File: src/rtl/wdma_pkg.sv
package wdma_pkg;

  typedef enum logic [1:0] {
    ST_IDLE  = 2'd0,
    ST_READ  = 2'd1,
    ST_WRITE = 2'd2
  } wdma_state_e;

  localparam logic [1:0] RSEL_SRC_LO = 2'd0;
  localparam logic [1:0] RSEL_SRC_HI = 2'd1;
  localparam logic [1:0] RSEL_DST    = 2'd2;
  localparam logic [1:0] RSEL_CNT    = 2'd3;

endpackage

File: src/rtl/wdma_regs.sv
module wdma_regs
  import wdma_pkg::*;
#(
  parameter int DATA_W = 16,
  parameter int SRC_W  = 22,
  parameter int DST_W  = 14,
  parameter int CNT_W  = 16
) (
  input  logic              clk,
  input  logic              rst_n,
  input  logic              reg_wr,
  input  logic [1:0]        reg_sel,
  input  logic [DATA_W-1:0] reg_wdata,
  input  logic              busy,
  input  logic              step,
  output logic [SRC_W-1:0]  src_q,
  output logic [DST_W-1:0]  dst_q,
  output logic [CNT_W-1:0]  cnt_q,
  output logic              start,
  output logic [DATA_W-1:0] reg_rdata
);

  localparam int HI_W = SRC_W - DATA_W;

  logic              wr_idle;
  logic              src_en, dst_en, cnt_en;
  logic [SRC_W-1:0]  src_d;
  logic [DST_W-1:0]  dst_d;
  logic [CNT_W-1:0]  cnt_d;

  assign wr_idle = reg_wr & ~busy;
  assign start   = wr_idle && (reg_sel == RSEL_CNT) && (reg_wdata[CNT_W-1:0] != '0);

  always_comb begin
    src_en = 1'b0;
    src_d  = src_q;
    if (step) begin
      src_en = 1'b1;
      src_d  = src_q + SRC_W'(1);
    end else if (wr_idle && reg_sel == RSEL_SRC_LO) begin
      src_en = 1'b1;
      src_d  = {src_q[SRC_W-1:DATA_W], reg_wdata};
    end else if (wr_idle && reg_sel == RSEL_SRC_HI) begin
      src_en = 1'b1;
      src_d  = {reg_wdata[HI_W-1:0], src_q[DATA_W-1:0]};
    end
  end

  always_comb begin
    dst_en = 1'b0;
    dst_d  = dst_q;
    if (step) begin
      dst_en = 1'b1;
      dst_d  = dst_q + DST_W'(1);
    end else if (wr_idle && reg_sel == RSEL_DST) begin
      dst_en = 1'b1;
      dst_d  = reg_wdata[DST_W-1:0];
    end
  end

  always_comb begin
    cnt_en = 1'b0;
    cnt_d  = cnt_q;
    if (step) begin
      cnt_en = 1'b1;
      cnt_d  = cnt_q - CNT_W'(1);
    end else if (wr_idle && reg_sel == RSEL_CNT) begin
      cnt_en = 1'b1;
      cnt_d  = reg_wdata[CNT_W-1:0];
    end
  end

  always_ff @(posedge clk or negedge rst_n) begin
    if (!rst_n) begin
      src_q <= '0;
    end else if (src_en) begin
      src_q <= src_d;
    end
  end

  always_ff @(posedge clk or negedge rst_n) begin
    if (!rst_n) begin
      dst_q <= '0;
    end else if (dst_en) begin
      dst_q <= dst_d;
    end
  end

  always_ff @(posedge clk or negedge rst_n) begin
    if (!rst_n) begin
      cnt_q <= '0;
    end else if (cnt_en) begin
      cnt_q <= cnt_d;
    end
  end

  always_comb begin
    case (reg_sel)
      RSEL_SRC_LO: reg_rdata = src_q[DATA_W-1:0];
      RSEL_SRC_HI: reg_rdata = DATA_W'(src_q[SRC_W-1:DATA_W]);
      RSEL_DST:    reg_rdata = DATA_W'(dst_q);
      default:     reg_rdata = DATA_W'(cnt_q);
    endcase
  end

endmodule

File: src/rtl/wdma_seq.sv
module wdma_seq
  import wdma_pkg::*;
(
  input  logic clk,
  input  logic rst_n,
  input  logic start,
  input  logic last,
  input  logic mem_ready,
  output logic busy,
  output logic rd_phase,
  output logic wr_phase,
  output logic capture,
  output logic step
);

  wdma_state_e state_q, state_d;

  always_comb begin
    state_d = state_q;
    case (state_q)
      ST_IDLE:  if (start) state_d = ST_READ;
      ST_READ:  if (mem_ready) state_d = ST_WRITE;
      ST_WRITE: if (mem_ready) state_d = last ? ST_IDLE : ST_READ;
      default:  state_d = ST_IDLE;
    endcase
  end

  always_ff @(posedge clk or negedge rst_n) begin
    if (!rst_n) begin
      state_q <= ST_IDLE;
    end else begin
      state_q <= state_d;
    end
  end

  assign rd_phase = (state_q == ST_READ);
  assign wr_phase = (state_q == ST_WRITE);
  assign busy     = rd_phase | wr_phase;
  assign capture  = rd_phase & mem_ready;
  assign step     = wr_phase & mem_ready;

endmodule

File: src/rtl/wdma_bus.sv
module wdma_bus #(
  parameter int DATA_W = 16,
  parameter int SRC_W  = 22,
  parameter int DST_W  = 14
) (
  input  logic              clk,
  input  logic              rst_n,
  input  logic              rd_phase,
  input  logic              wr_phase,
  input  logic              capture,
  input  logic [SRC_W-1:0]  src_q,
  input  logic [DST_W-1:0]  dst_q,
  input  logic [DATA_W-1:0] mem_rdata,
  output logic              mem_req,
  output logic              mem_we,
  output logic [SRC_W-1:0]  mem_addr,
  output logic [DATA_W-1:0] mem_wdata
);

  logic [SRC_W-1:0]  dst_ext;
  logic [DATA_W-1:0] word_q;

  generate
    if (SRC_W > DST_W) begin : g_pad
      assign dst_ext = {{(SRC_W-DST_W){1'b0}}, dst_q};
    end else begin : g_cut
      assign dst_ext = dst_q[SRC_W-1:0];
    end
  endgenerate

  always_ff @(posedge clk or negedge rst_n) begin
    if (!rst_n) begin
      word_q <= '0;
    end else if (capture) begin
      word_q <= mem_rdata;
    end
  end

  assign mem_req   = rd_phase | wr_phase;
  assign mem_we    = wr_phase;
  assign mem_addr  = wr_phase ? dst_ext : src_q;
  assign mem_wdata = word_q;

endmodule

File: src/rtl/wdma_engine.sv
module wdma_engine #(
  parameter int DATA_W     = 16,
  parameter int SRC_W      = 22,
  parameter int DST_W      = 14,
  parameter int CNT_W      = 16,
  parameter int RST_STAGES = 2
) (
  input  logic              clk,
  input  logic              rst_n,
  input  logic              reg_wr,
  input  logic [1:0]        reg_sel,
  input  logic [DATA_W-1:0] reg_wdata,
  output logic [DATA_W-1:0] reg_rdata,
  output logic              mem_req,
  output logic              mem_we,
  output logic [SRC_W-1:0]  mem_addr,
  output logic [DATA_W-1:0] mem_wdata,
  input  logic [DATA_W-1:0] mem_rdata,
  input  logic              mem_ready
);

  logic [RST_STAGES-1:0] rst_pipe;
  logic                  rst_sync_n;
  logic [SRC_W-1:0]      src_q;
  logic [DST_W-1:0]      dst_q;
  logic [CNT_W-1:0]      cnt_q;
  logic                  start, last, busy;
  logic                  rd_phase, wr_phase, capture, step;

  always_ff @(posedge clk or negedge rst_n) begin
    if (!rst_n) begin
      rst_pipe <= '0;
    end else begin
      rst_pipe <= {rst_pipe[RST_STAGES-2:0], 1'b1};
    end
  end
  assign rst_sync_n = rst_pipe[RST_STAGES-1];

  assign last = (cnt_q == CNT_W'(1));

  wdma_regs #(
    .DATA_W(DATA_W), .SRC_W(SRC_W), .DST_W(DST_W), .CNT_W(CNT_W)
  ) u_regs (
    .clk(clk), .rst_n(rst_sync_n), .reg_wr(reg_wr), .reg_sel(reg_sel),
    .reg_wdata(reg_wdata), .busy(busy), .step(step), .src_q(src_q),
    .dst_q(dst_q), .cnt_q(cnt_q), .start(start), .reg_rdata(reg_rdata)
  );

  wdma_seq u_seq (
    .clk(clk), .rst_n(rst_sync_n), .start(start), .last(last),
    .mem_ready(mem_ready), .busy(busy), .rd_phase(rd_phase),
    .wr_phase(wr_phase), .capture(capture), .step(step)
  );

  wdma_bus #(
    .DATA_W(DATA_W), .SRC_W(SRC_W), .DST_W(DST_W)
  ) u_bus (
    .clk(clk), .rst_n(rst_sync_n), .rd_phase(rd_phase), .wr_phase(wr_phase),
    .capture(capture), .src_q(src_q), .dst_q(dst_q), .mem_rdata(mem_rdata),
    .mem_req(mem_req), .mem_we(mem_we), .mem_addr(mem_addr),
    .mem_wdata(mem_wdata)
  );

endmodule

File: config.mk
export PLATFORM = sky130hd
export DESIGN_NAME = wdma_engine
export DESIGN_NICKNAME = d
export VERILOG_FILES = /design/src/rtl/wdma_pkg.sv /design/src/rtl/wdma_regs.sv /design/src/rtl/wdma_seq.sv /design/src/rtl/wdma_bus.sv /design/src/rtl/wdma_engine.sv
export SDC_FILE = /design/constraint.sdc
export NUM_CORES = 1
export LEC_CHECK = 0
export ABC_CLOCK_PERIOD_IN_PS = 3970
export CORE_MARGIN = 1
export CORE_UTILIZATION = 55
export CTS_CLUSTER_DIAMETER = 200
export CTS_CLUSTER_SIZE = 24
export DETAILED_ROUTE_END_ITERATION = 10
export DONT_BUFFER_PORTS = 1
export GPL_TIMING_DRIVEN = 0
export MAX_ROUTING_LAYER = met4
export PLACE_DENSITY = 0.7
export SYNTH_ARGS = -nofsm -noshare
export SYNTH_HDL_FRONTEND = slang
export SYNTH_SLANG_ARGS = --single-unit
export TNS_END_PERCENT = 50
File: constraint.sdc
create_clock -name clk -period 3.97 [get_ports clk]
set_input_delay 0.5955 -clock clk [delete_from_list [all_inputs] [get_ports clk]]
set_output_delay 0.5955 -clock clk [all_outputs]
set_load 0.01 [all_outputs]
==> results of run 1 <==
==> sequential cells by signal, summed over array words and instances (netlist names) <==
name and flops:
u_regs.src_q 22, u_bus.mem_wdata 16, u_regs.cnt_q 16, u_regs.dst_q 14
rst_pipe 2, u_seq.state_q 2
==> metrics by stage <==
stage / hold slack, ns / area (um2) / power [mW] / util [%] / setup slack, ns
after floorplan: 0.300 / 4490 / 2.66 / - / 1.57
after global placement: 0.300 / 4620 / 3.06 / 59.2 / 0.989
after detailed placement: 0.300 / 4620 / 3.12 / 59.2 / 1.01
after CTS: 0.366 / 4820 / 3.69 / 61.7 / 0.768
after global routing: 0.373 / 4820 / 3.94 / 61.7 / 0.638
final: 0.364 / 4820 / 3.72 / 61.7 / 0.754
==> synth_stat cells (7+ instances only) <==
library cell  instances
a211oi_1             12
a21oi_1              26
clkbuf_1             16
dfrtp_1              72
ha_1                  9
inv_1                 9
mux2_2               31
mux2i_1              11
nand2_1              45
nand3_1              20
nand4_1               7
nor2_1               58
nor2b_1               9
nor3_1               11
nor4_1               12
o21ai_0              26
o221a_2               9
o22ai_1               8
==> logic make-up after synthesis <==
group,Yosys count,synth area share [%]
xor+xnor,1,0.195
fa+ha+maj,9,2.51
buf+inv,35,3.46
flops,72,40.1
compound gates,121,18.4
simple gates,198,22.0
mux,48,13.2
other cells,1,0.0835
==> how the worst min path moves through the flow <==
stage | end | slack, ns
final | rst_pipe[1]$_DFF_PN0_ | 0.36
after global routing | rst_pipe[1]$_DFF_PN0_ | 0.37
after CTS | u_regs.src_q[17]$_DFFE_PN0P_ | 0.37
after detailed placement | rst_pipe[0]$_DFF_PN0_ | 0.30
after global placement | rst_pipe[0]$_DFF_PN0_ | 0.30
after floorplan | rst_pipe[0]$_DFF_PN0_ | 0.30
==> layer usage <==
layer	vias to the layer above	track usage, %	routed length [um]
met5	-	-	0
met4	0	16.9	469
met3	48	5.58	1460
met2	245	51.3	6540
met1	2053	48.2	5580
li1	1846	-	-
==> final cells by class <==
cell class	count	area [um2]	share of cell area, %
plain buffers	26	121	2.52
flip-flops and latches	72	1810	37.5
multi-input cells	378	2530	52.6
well taps	102	128	2.65
repair buffers	1	10.0	0.208
clock inverters	6	60.1	1.25
clock buffers	10	128	2.65
inverters	9	33.8	0.701
==> power groups by stage <==
stage          sequential [mW]  clock [mW]  combinational (mW)
6_report                  1.58       0.580                1.55
5_1_grt                   1.64       0.606                1.70
4_1_cts                   1.57       0.583                1.54
3_5_place_dp              1.58           0                1.54
3_3_place_gp              1.56           0                1.50
2_1_floorplan             1.41           0                1.25
==> cell usage in the layout, fill, tap and decap left out, drive strengths merged, types with 11 or more instances in the layout <==
master  instances
a211oi         12
a21oi          26
clkbuf         28
dfrtp          72
mux2           31
mux2i          11
nand2          45
nand3          20
nor2           58
nor3           11
nor4           13
o21ai          26
==> repair_timing <==
item                                   4_1_cts  5_1_grt
setup endpoints to repair                    0        0
endpoints found under the hold margin        2        0
setup buffers                                0        0
hold buffers                                 1        0
==> out/results.md, run 1 <==
| Stage | Parameter | Reported |
| --- | --- | --- |
| layout | Ant. Diodes | 0 |
| critical path | Reg2Reg Launch Point | u_seq.state_q[0]$_DFFE_PN0P_ |
| timing | Fraction of the cycle the final worst path needs | 81.0% |
| clocking | Largest buffer count on any clock path | 2 |
| floorplanning | IO Pins | 94 |
| drt | Number of vias per cell after detailed routing | 6.94 |
| yosys | Fraction of the yosys area taken by sequential cells | 40.1% |
| timing | Transition at the pin with the smallest max-transition slack | 1.08 ns |
| yosys | Synthesized flop and latch total | 72 |
| worst hold path | Instance count along the most critical hold path | 0 |
| yosys | Yosys top cell area share | 40.1% |
| timing | Max-slew violation count | 0 |
| critical path | Cell-by-cell listing of the critical path | inv_1 -> ha_1 -> clkbuf_1 -> buf_1 -> mux2_2 |
| floorplanning | Die Footprint | 8530 um2 |
| drt | DRT Wirelength | 14.0 mm |
| critical path | Crit path depth | 5 |
| timing | Fmax | 0.311 GHz |
| power and ir drop | Share of total power in the clock network | 15.6% |
| power and ir drop | Part of the total power dissipated in sequential elements | 42.6% |
| power and ir drop | Highest ir drop seen on vdd | 0.354 mV |
| critical path | Arr. time, crit path | 2.62 ns |
| yosys | Synthesized instance count | 485 |
| clocking | Clock tree from TritonCTS | done |
| timing | Unrepaired setup endpoints after global routing | no |
| timing | Final critical delay including setup and external delays | 3.22 ns |
| critical path | CP Launch Point | u_seq.state_q[0]$_DFFE_PN0P_ |
| clocking | Count of instances resized after the clock tree is built | 0 |
| timing | Max transition margin | 27.2% |
| worst hold path | Hold wc startpoint | rst_pipe[0]$_DFF_PN0_ |
| critical path | Kind of end point of the critical path | output pin |
| floorplanning | Die width | 92.4 um |
| placed design | Input/output buffers | 0 |
| yosys | Post-synthesis net count | 532 |
| power and ir drop | Portion of total power attributed to combinational logic | 41.8% |
| yosys | Number of flops mapped to enable cells by yosys | 0 |
| job | Max-Cap Viols | 0 |
| floorplanning | # rows | 32 |
| layout | Fraction of layout cells with a size suffix above 1 | 14.7% |
| global routing | Number of antenna violations at the first check in global routing | 0 |
| clocking | Number of sinks driven by the clock tree | 72 |
| global routing | Maximum number of pins on one net before global-route repair | 71 |
| critical path | Critical Path RT | 3.37 ns |
| power and ir drop | Net switching power | 1.69 mW |
| drt | DR iter-0 viols | 413 |
| layout | Number of cells in the finished layout apart from fillers | 604 |
| floorplanning | Die boundary height | 92.4 um |
| power and ir drop | Net switching fraction of the power | 45.6% |
| layout | Layout Area Growth over Synthesis | 7.33% |
| yosys | Synth top area cells | dfrtp_1, mux2_2, nor2_1 |
| yosys | Cell taking the most area after synthesis | dfrtp_1 |
| placed design | Final RePlAce weighted congestion | 0.952 |
| timing | Count of final hold-check violations | 0 |
| placed design | Placed wire-length estimate | 10.4 mm |
| critical path | Flop-to-flop setup slack | 0.92 ns |
| timing | Setup-failing EPs final | 0 |
| floorplanning | Initial Utilization | 57.5% |
| critical path | Crit-path leading delay family | buffers and inverters |
| worst hold path | HP Class | reg2reg |
| placed design | Placed Cells | 587 |
| yosys | Share of async-settable or async-resettable flops after synthesis | 100% |
| clocking | Level count of the clock H-tree | 3 |
| critical path | Worst stage delay on the critical path | 0.61 ns |
| critical path | Crit path capture | mem_addr[4] |
| critical path | Maximum fanout count along the critical path | 10 |
| critical path | Endpoint of the worst-slack reg-to-reg timing path | u_regs.src_q[11]$_DFFE_PN0P_ |
| drt | Number of nets with antenna violations after routing | 0 |
| drt | Total number of vias | 4192 |
| clocking | CTS clk-pin slew, worst paths | 0.08 ns |
| critical path | CP bufs+invs | 3 |
| global routing | GRT Util Overall | 35.2% |
| global routing | Total gr overflow | 0 |
| global routing | Number of global-route vias before repair | 3970 |
| yosys | Number of distinct standard cells referenced by the synthesized netlist | 55 |
| clocking | Root cell of the clock tree | clkbuf_8 |
| yosys | Mean cell area of the mapped netlist | 9.26 um2 |
| drt | Drt wl/cell | 23.3 um |
| drt | DRC Markers | 0 |
| timing | Setup clock skew after layout | 0.00614 ns |
| run status | Status | finished, final reports clean |
| power and ir drop | Cell area power density | 771 nW/um2 |
| clocking | Insertion delay of the later-clocked pin in the worst-skew pair | 0.35 ns |
| global routing | Global-route wire length before repair | 21.9 mm |
| power and ir drop | Internal portion of total power | 2.02 mW |
| timing | Setup TNS | 0 ns |
| critical path | Kind of critical path | reg2out |
| layout | Total Nets Final | 544 |
| floorplanning | CORE AREA | 7810 um2 |
| drt | Pre-Repair DR Iteration Count | 5 |
| clocking | Clock buffers created by TritonCTS | 9 |
| critical path | Slowest cell on the critical path | buf_1 |
| power and ir drop | Leakage power | 1.81 nW |
| layout | Filler instances | 696 |
| yosys | Most common flop cell mapped by yosys | dfrtp_1 |
| critical path | Worst Setup Start Kind | flop |
| yosys | Netlist area before placement | 4490 um2 |
| yosys | Yosys warning total | 0 |
| critical path | Depth of the most critical reg-to-reg path | 9 |
Note: power is estimated with default switching activity, not from simulation.
==> run 2, diff against run 1 <==
--- a/config.mk
+++ b/config.mk
@@ -5,7 +5,8 @@
 export SDC_FILE = /design/constraint.sdc
 export NUM_CORES = 1
 export LEC_CHECK = 0
-export ABC_CLOCK_PERIOD_IN_PS = 3970
+export ABC_AREA = 1
+export ABC_CLOCK_PERIOD_IN_PS = 3100
 export CORE_MARGIN = 1
 export CORE_UTILIZATION = 55
 export CTS_CLUSTER_DIAMETER = 200
==> constraint.sdc (replaced) <==
create_clock -name clk -period 3.1 [get_ports clk]
set_input_delay 0.465 -clock clk [delete_from_list [all_inputs] [get_ports clk]]
set_output_delay 0.465 -clock clk [all_outputs]
set_load 0.01 [all_outputs]
==> run 2 against run 1 <==
Compared with the run above: final area increased by 8.5%; global-route usage is 1.9 points higher; flip-flop and latch count unchanged; clock-buffer cell count grew 1; clock power rose by 64%; critical endpoint is now mem_addr[12]; largest cell class unchanged.
==> out/results.md, run 2 <==
| Stage | Parameter | Reported |
| --- | --- | --- |
| run status | Status | finished, final reports clean |
| yosys | Number of flops mapped to enable cells by yosys | 0 |
| yosys | Post-synthesis net count | 720 |
| drt | Total number of vias | 4810 |
| clocking | Clock tree from TritonCTS | done |
| timing | Unrepaired setup endpoints after global routing | no |
| clocking | Number of sinks driven by the clock tree | 72 |
| yosys | Number of distinct standard cells referenced by the synthesized netlist | 40 |
| global routing | GRT Util Overall | 37.1% |
| clocking | CTS clk-pin slew, worst paths | 0.08 ns |
| global routing | Number of antenna violations at the first check in global routing | 0 |
| power and ir drop | Internal portion of total power | 2.70 mW |
| drt | DR iter-0 viols | 486 |
| global routing | Maximum number of pins on one net before global-route repair | 58 |
| clocking | Root cell of the clock tree | clkbuf_8 |
| timing | Count of final hold-check violations | 0 |
| layout | Leading cell type in the layout, fill and taps excluded | nand2_1 |
| worst hold path | HP Class | reg2async |
| floorplanning | IO Pins | 94 |
| power and ir drop | Highest ir drop seen on vdd | 0.390 mV |
| yosys | Most common flop cell mapped by yosys | dfrtp_1 |
| layout | Fraction of layout cells with a size suffix above 1 | 10.4% |
| critical path | Worst Setup Start Kind | flop |
| job | Max-Cap Viols | 0 |
| timing | Setup TNS | 0 ns |
| power and ir drop | Leakage power | 2.36 nW |
| drt | DRC Markers | 0 |
| timing | Min setup slack post-route | 0.107 ns |
| critical path | CP Launch Point | u_seq.state_q[0]$_DFFE_PN0P_ |
| yosys | Share of async-settable or async-resettable flops after synthesis | 100% |
| floorplanning | # rows | 33 |
| layout | Ant. Diodes | 0 |
| layout | Number of flip-flops under the largest register name | 22 |
| global routing | Global-route wire length before repair | 23.9 mm |
| clocking | Level count of the clock H-tree | 3 |
| timing | Setup clock skew after layout | 0.0112 ns |
| yosys | Synthesized instance count | 673 |
| yosys | Mean cell area of the mapped netlist | 7.15 um2 |
| clocking | Insertion delay of the later-clocked pin in the worst-skew pair | 0.36 ns |
| yosys | Fraction of the yosys area taken by sequential cells | 37.5% |
| drt | Pre-Repair DR Iteration Count | 5 |
| power and ir drop | Net switching fraction of the power | 47.7% |
| yosys | Most common cell in the synthesized netlist | nand2_1 |
| timing | Fmax | 0.334 GHz |
| power and ir drop | Part of the total power dissipated in sequential elements | 36.7% |
| layout | Total Nets Final | 733 |
| timing | Fraction of the cycle the final worst path needs | 96.5% |
| clocking | Clock buffers created by TritonCTS | 9 |
| critical path | Reg2Reg Launch Point | u_seq.state_q[0]$_DFFE_PN0P_ |
| power and ir drop | Share of total power in the clock network | 18.4% |
| yosys | Synthesized flop and latch total | 72 |
| critical path | Kind of critical path | reg2out |
| critical path | Maximum fanout count along the critical path | 10 |
| power and ir drop | Portion of total power attributed to combinational logic | 44.9% |
| layout | Most used cells in the layout excluding fill and tap cells | nand2_1, nor2_1, inv_1 |
| timing | Max-slew violation count | 0 |
| placed design | Input/output buffers | 0 |
| layout | Layout Area Growth over Synthesis | 8.69% |
| floorplanning | Die Footprint | 9130 um2 |
| drt | Number of nets with antenna violations after routing | 0 |
| yosys | Synth top area cells | dfrtp_1, nand2_1, nor2_1 |
| critical path | Critical Path RT | 2.63 ns |
| critical path | Kind of end point of the critical path | output pin |
| placed design | Worst setup slack after placement | 0.560 ns |
| timing | Final critical delay including setup and external delays | 2.99 ns |
| power and ir drop | Net switching power | 2.47 mW |
| yosys | Netlist area before placement | 4810 um2 |
| global routing | Total gr overflow | 0 |
| yosys | Cell taking the most area after synthesis | dfrtp_1 |
| timing | Transition at the pin with the smallest max-transition slack | 0.713 ns |
| global routing | Number of global-route vias before repair | 4295 |
| yosys | Yosys top cell area share | 37.5% |
| floorplanning | Die width | 95.5 um |
| drt | Drt wl/cell | 19.9 um |
| clocking | Largest buffer count on any clock path | 2 |
| floorplanning | CORE AREA | 8340 um2 |
| power and ir drop | Cell area power density | 989 nW/um2 |
| drt | DRT Wirelength | 15.8 mm |
| floorplanning | Die boundary height | 95.5 um |
| layout | Number of cells in the finished layout apart from fillers | 796 |
| timing | Setup-failing EPs final | 0 |
| yosys | Yosys warning total | 0 |
| drt | Number of vias per cell after detailed routing | 6.04 |
| placed design | Placed Cells | 779 |
| layout | Largest register by flop count | u_regs.src_q |
| floorplanning | Initial Utilization | 57.7% |
| placed design | Final RePlAce weighted congestion | 0.996 |
| placed design | Placed wire-length estimate | 12.1 mm |
| timing | Max transition margin | 52.5% |
| clocking | Count of instances resized after the clock tree is built | 0 |
| yosys | Top cells by instance count after synthesis | nand2_1, nor2_1, inv_1 |
| critical path | Arr. time, crit path | 2.53 ns |
[run 2: cell types whose count changed after synthesis, sizes merged, moves of 11 or more]
cell / previous run / this run
a211oi: 12 / 0
inv: 9 / 94
o211ai: 2 / 16
mux2: 31 / 16
mux2i: 11 / 0
o221ai: 0 / 18
nand2: 45 / 138
nor4: 13 / 0
o21ai: 26 / 68
nor2: 58 / 100
nand3: 20 / 52
[run 2: path summary, 6_finish.rpt]
| check | slack (ns) | to | depth (start not counted) |
|---|---|---|---|
| setup / recovery | 0.11 | mem_addr[12] | 6 |
| hold / removal | 0.19 | u_regs.src_q[16]$_DFFE_PN0P_ | 0 |
| setup reg to reg | 0.81 | u_regs.src_q[14]$_DFFE_PN0P_ | 7 |
| hold reg to reg | 0.19 | u_regs.src_q[16]$_DFFE_PN0P_ | 0 |
| max in group asynchronous | 2.34 | u_regs.cnt_q[4]$_DFFE_PN0P_ | 1 |
| min in group clk | 0.25 | u_bus.mem_wdata[0]$_DFFE_PN0P_ | 1 |
[run 2: power by group through the flow]
| stage | registers [mW] | clock network (mW) | logic (mW) |
|---|---|---|---|
| 3_3_place_gp | 1.90 | 0 | 2.20 |
| 6_report | 1.90 | 0.950 | 2.32 |
| 3_5_place_dp | 1.90 | 0 | 2.28 |
| 4_1_cts | 1.89 | 0.950 | 2.29 |
| 5_1_grt | 1.97 | 0.989 | 2.57 |
| 2_1_floorplan | 1.77 | 0 | 1.75 |
[run 2: critical path: stages (launching register included)]
cell and delay, ns:
dfrtp_1 0.44, inv_1 0.10, ha_1 0.28, clkbuf_1 0.47
clkbuf_1 0.47, nand2_1 0.18, o21ai_0 0.21
[run 2: cell families (layout without fill, tap and decap cells)]
family / Yosys count / in the layout / share of synthesized area [%]
and+or+nand+nor: 303 / 303 / 26.8
AOI/OAI and AO/OA: 144 / 144 / 18.2
buffers and inverters: 121 / 139 / 10.1
DFF: 72 / 72 / 37.5
muxes: 16 / 16 / 3.75
adders and majority gates: 9 / 9 / 2.34
xor gates and xnor gates: 7 / 7 / 1.27
other: 1 / 1 / 0.0779
[run 2: final cells by class]
class,count,area (um2)
Fill cell,807,3110
Multi-Input combinational cell,480,2520
Sequential cell,72,1810
Inverter,99,374
Clock buffer,11,141
Tap cell,105,131
Buffer,22,113
Clock inverter,5,104
Timing Repair Buffer,2,37.5
[run 2: per-stage QoR]
stage	util, %	power (mW)	hold slack (ns)	instance area, um2
CTS	62.7	5.13	0.200	5230
finish	62.7	5.17	0.191	5230
floorplan	-	3.53	0.169	4810
detailed placement	59.6	4.18	0.169	4970
global placement	59.3	4.10	0.169	4940
global route	62.7	5.53	0.214	5230
[run 2: timing repair]
item	in CTS	in global routing
setup buffers	0	0
hold buffers	1	0
hold endpoints to repair	2	0
[run 2: per-layer routing]
layer	global-route usage [%]	vias to the layer above	wire length [um]
li1	-	2250	-
met4	11.8	0	363
met5	-	-	0
met2	54.9	276	7310
met3	7.89	31	1660
met1	50.6	2253	6510
==> run 3, diff against run 2 <==
--- a/config.mk
+++ b/config.mk
@@ -16,6 +16,7 @@
 export GPL_TIMING_DRIVEN = 0
 export MAX_ROUTING_LAYER = met4
 export PLACE_DENSITY = 0.7
+export SETUP_SLACK_MARGIN = 0.15
 export SYNTH_ARGS = -nofsm -noshare
 export SYNTH_HDL_FRONTEND = slang
 export SYNTH_SLANG_ARGS = --single-unit
==> run 3 against run 2 <==
Compared with the run above: register-to-register slack worse by 0.06 ns; total power is 0.21% higher; first-iteration DRC count is 15% lower; non-clock buffer count stayed put; sequential power hardly changed; utilization hardly changed; clock skew is 0.0032 ns higher; clock power hardly changed; clock-buffer cell count stayed put; via count is 0.62% higher; final area hardly changed; highest routed layer unchanged.
==> out/results.md, run 3 (same netlist as run 2, synthesis figures left out) <==
| Stage | Parameter | Reported |
| --- | --- | --- |
| timing | Final critical delay including setup and external delays | 2.84 ns |
| timing | Unrepaired setup endpoints after global routing | no |
| critical path | Slowest cell on the critical path | buf_1 |
| floorplanning | Die Footprint | 9130 um2 |
| placed design | Final RePlAce weighted congestion | 0.996 |
| layout | Leading cell type in the layout, fill and taps excluded | nand2_1 |
| clocking | Root cell of the clock tree | clkbuf_8 |
| power and ir drop | Highest ir drop seen on vdd | 0.396 mV |
| critical path | CP Launch Point | u_seq.state_q[0]$_DFFE_PN0P_ |
| critical path | Arr. time, crit path | 2.37 ns |
| critical path | CP bufs+invs | 3 |
| power and ir drop | Net switching power | 2.48 mW |
| timing | Count of final hold-check violations | 0 |
| timing | Max transition margin | 52.4% |
| drt | Total number of vias | 4840 |
| drt | Number of vias per cell after detailed routing | 6.08 |
| floorplanning | Die boundary height | 95.5 um |
| drt | DRT Wirelength | 16.0 mm |
| critical path | Kind of critical path | reg2out |
| layout | Largest register by flop count | u_regs.src_q |
| global routing | Total gr overflow | 0 |
| drt | DR iter-0 viols | 411 |
| power and ir drop | Share of total power in the clock network | 18.4% |
| power and ir drop | Internal portion of total power | 2.71 mW |
| placed design | Post-place instance area | 4970 um2 |
| worst hold path | HP Class | reg2async |
| critical path | Reg2Reg Launch Point | u_seq.state_q[0]$_DFFE_PN0P_ |
| critical path | Worst Setup Start Kind | flop |
| timing | Transition at the pin with the smallest max-transition slack | 0.714 ns |
| critical path | Maximum fanout count along the critical path | 10 |
| critical path | Critical Path RT | 2.63 ns |
| power and ir drop | Power Total | 5.18 mW |
| layout | Filler instances | 805 |
| power and ir drop | Part of the total power dissipated in sequential elements | 36.7% |
| drt | Number of nets with antenna violations after routing | 0 |
| timing | Min setup slack post-route | 0.262 ns |
| global routing | Number of global-route vias before repair | 4295 |
| layout | Total Nets Final | 733 |
| layout | Ant. Diodes | 0 |
| layout | Layout Cell Area excl Fill | 5230 um2 |
| floorplanning | IO Pins | 94 |
| timing | Smallest hold slack | 0.186 ns |
| layout | Number of flip-flops under the largest register name | 22 |
| timing | Setup-failing EPs final | 0 |
| floorplanning | # rows | 33 |
| clocking | Postcts setup bufs | 0 |
| power and ir drop | Leakage power | 2.37 nW |
| job | Max-Cap Viols | 0 |
| drt | Pre-Repair DR Iteration Count | 6 |
| clocking | Insertion delay of the later-clocked pin in the worst-skew pair | 0.36 ns |
| floorplanning | Initial Utilization | 57.7% |
| critical path | Worst stage delay on the critical path | 0.49 ns |
| critical path | Crit path depth | 6 |
| clocking | CTS clk-pin slew, worst paths | 0.09 ns |
| layout | Most used cells in the layout excluding fill and tap cells | nand2_1, nor2_1, inv_1 |
| drt | Drt wl/cell | 20.1 um |
| drt | DRC Markers | 0 |
| floorplanning | Die width | 95.5 um |
| layout | Fraction of layout cells with a size suffix above 1 | 10.7% |
| critical path | Depth of the most critical reg-to-reg path | 7 |
| placed design | Placed wire-length estimate | 12.1 mm |
| global routing | GRT Util Overall | 37.1% |
| power and ir drop | Cell area power density | 991 nW/um2 |
| timing | Fraction of the cycle the final worst path needs | 91.6% |
| power and ir drop | Net switching fraction of the power | 47.8% |
| timing | Fmax | 0.352 GHz |
| timing | Max-slew violation count | 0 |
| placed design | Placed Cells | 779 |
| clocking | Level count of the clock H-tree | 3 |
| layout | Utilization after layout | 62.7% |
| layout | Layout Area Growth over Synthesis | 8.74% |
| global routing | Number of antenna violations at the first check in global routing | 0 |
| timing | Setup TNS | 0 ns |
| placed design | Worst setup slack after placement | 0.560 ns |
| layout | Number of cells in the finished layout apart from fillers | 796 |
| clocking | Number of sinks driven by the clock tree | 72 |
| floorplanning | CORE AREA | 8340 um2 |
| placed design | Input/output buffers | 0 |
| run status | Status | finished, final reports clean |
| clocking | Clock buffers created by TritonCTS | 9 |
| critical path | Crit-path leading delay family | buffers and inverters |
| global routing | Maximum number of pins on one net before global-route repair | 58 |
| global routing | Global-route wire length before repair | 23.9 mm |
| critical path | Cell-by-cell listing of the critical path | inv_1 -> ha_1 -> buf_1 -> clkbuf_2 -> nand2_1 -> o21ai_0 |
| power and ir drop | Portion of total power attributed to combinational logic | 44.9% |
| clocking | Clock tree from TritonCTS | done |
| clocking | Largest buffer count on any clock path | 2 |
| timing | Setup clock skew after layout | 0.0145 ns |
| critical path | Kind of end point of the critical path | output pin |
## run 3: cell count changes in the layout (fill, tap and decap cells not counted)
cell      change
clkbuf_1      -3
buf_1         +1
clkbuf_2      +2
## run 3: power by group through the flow
stage | Clock [mW] | Sequential (mW) | Combinational, mW
3_3_place_gp | 0 | 1.90 | 2.20
4_1_cts | 0.950 | 1.89 | 2.29
2_1_floorplan | 0 | 1.77 | 1.75
3_5_place_dp | 0 | 1.90 | 2.28
5_1_grt | 0.989 | 1.97 | 2.57
6_report | 0.953 | 1.90 | 2.33
## run 3: area by class of cell
type | instances | area, um2 | share of cell area, %
Multi-Input combinational cell | 480 | 2520 | 48.2
Buffer | 22 | 115 | 2.20
Clock buffer | 11 | 141 | 2.70
Clock inverter | 5 | 104 | 1.99
Timing Repair Buffer | 2 | 37.5 | 0.718
Sequential cell | 72 | 1810 | 34.5
Inverter | 99 | 374 | 7.15
Tap cell | 105 | 131 | 2.51
## run 3: final timing paths
| kind | endpoint | slack, ns |
|---|---|---|
| min in group clk | u_bus.mem_wdata[0]$_DFFE_PN0P_ | 0.25 |
| max in group asynchronous | u_regs.cnt_q[13]$_DFFE_PN0P_ | 2.34 |
| hold reg to reg | u_regs.src_q[6]$_DFFE_PN0P_ | 0.19 |
| hold / removal | u_regs.src_q[6]$_DFFE_PN0P_ | 0.19 |
| setup reg to reg | u_regs.src_q[14]$_DFFE_PN0P_ | 0.75 |
| setup / recovery | mem_addr[13] | 0.26 |
## run 3: repair_timing
action	4_1_cts	5_1_grt
endpoints found under the hold margin	2	0
setup endpoints to repair	0	12
resized for setup	0	5
hold buffers	1	0
## run 3: routing by layer
| layer | GRT usage, % | routed length [um] | vias to the layer above |
|---|---|---|---|
| met2 | 54.9 | 7280 | 257 |
| met5 | - | 0 | - |
| li1 | - | - | 2244 |
| met3 | 7.89 | 1560 | 40 |
| met1 | 50.6 | 6710 | 2299 |
| met4 | 11.8 | 406 | 0 |
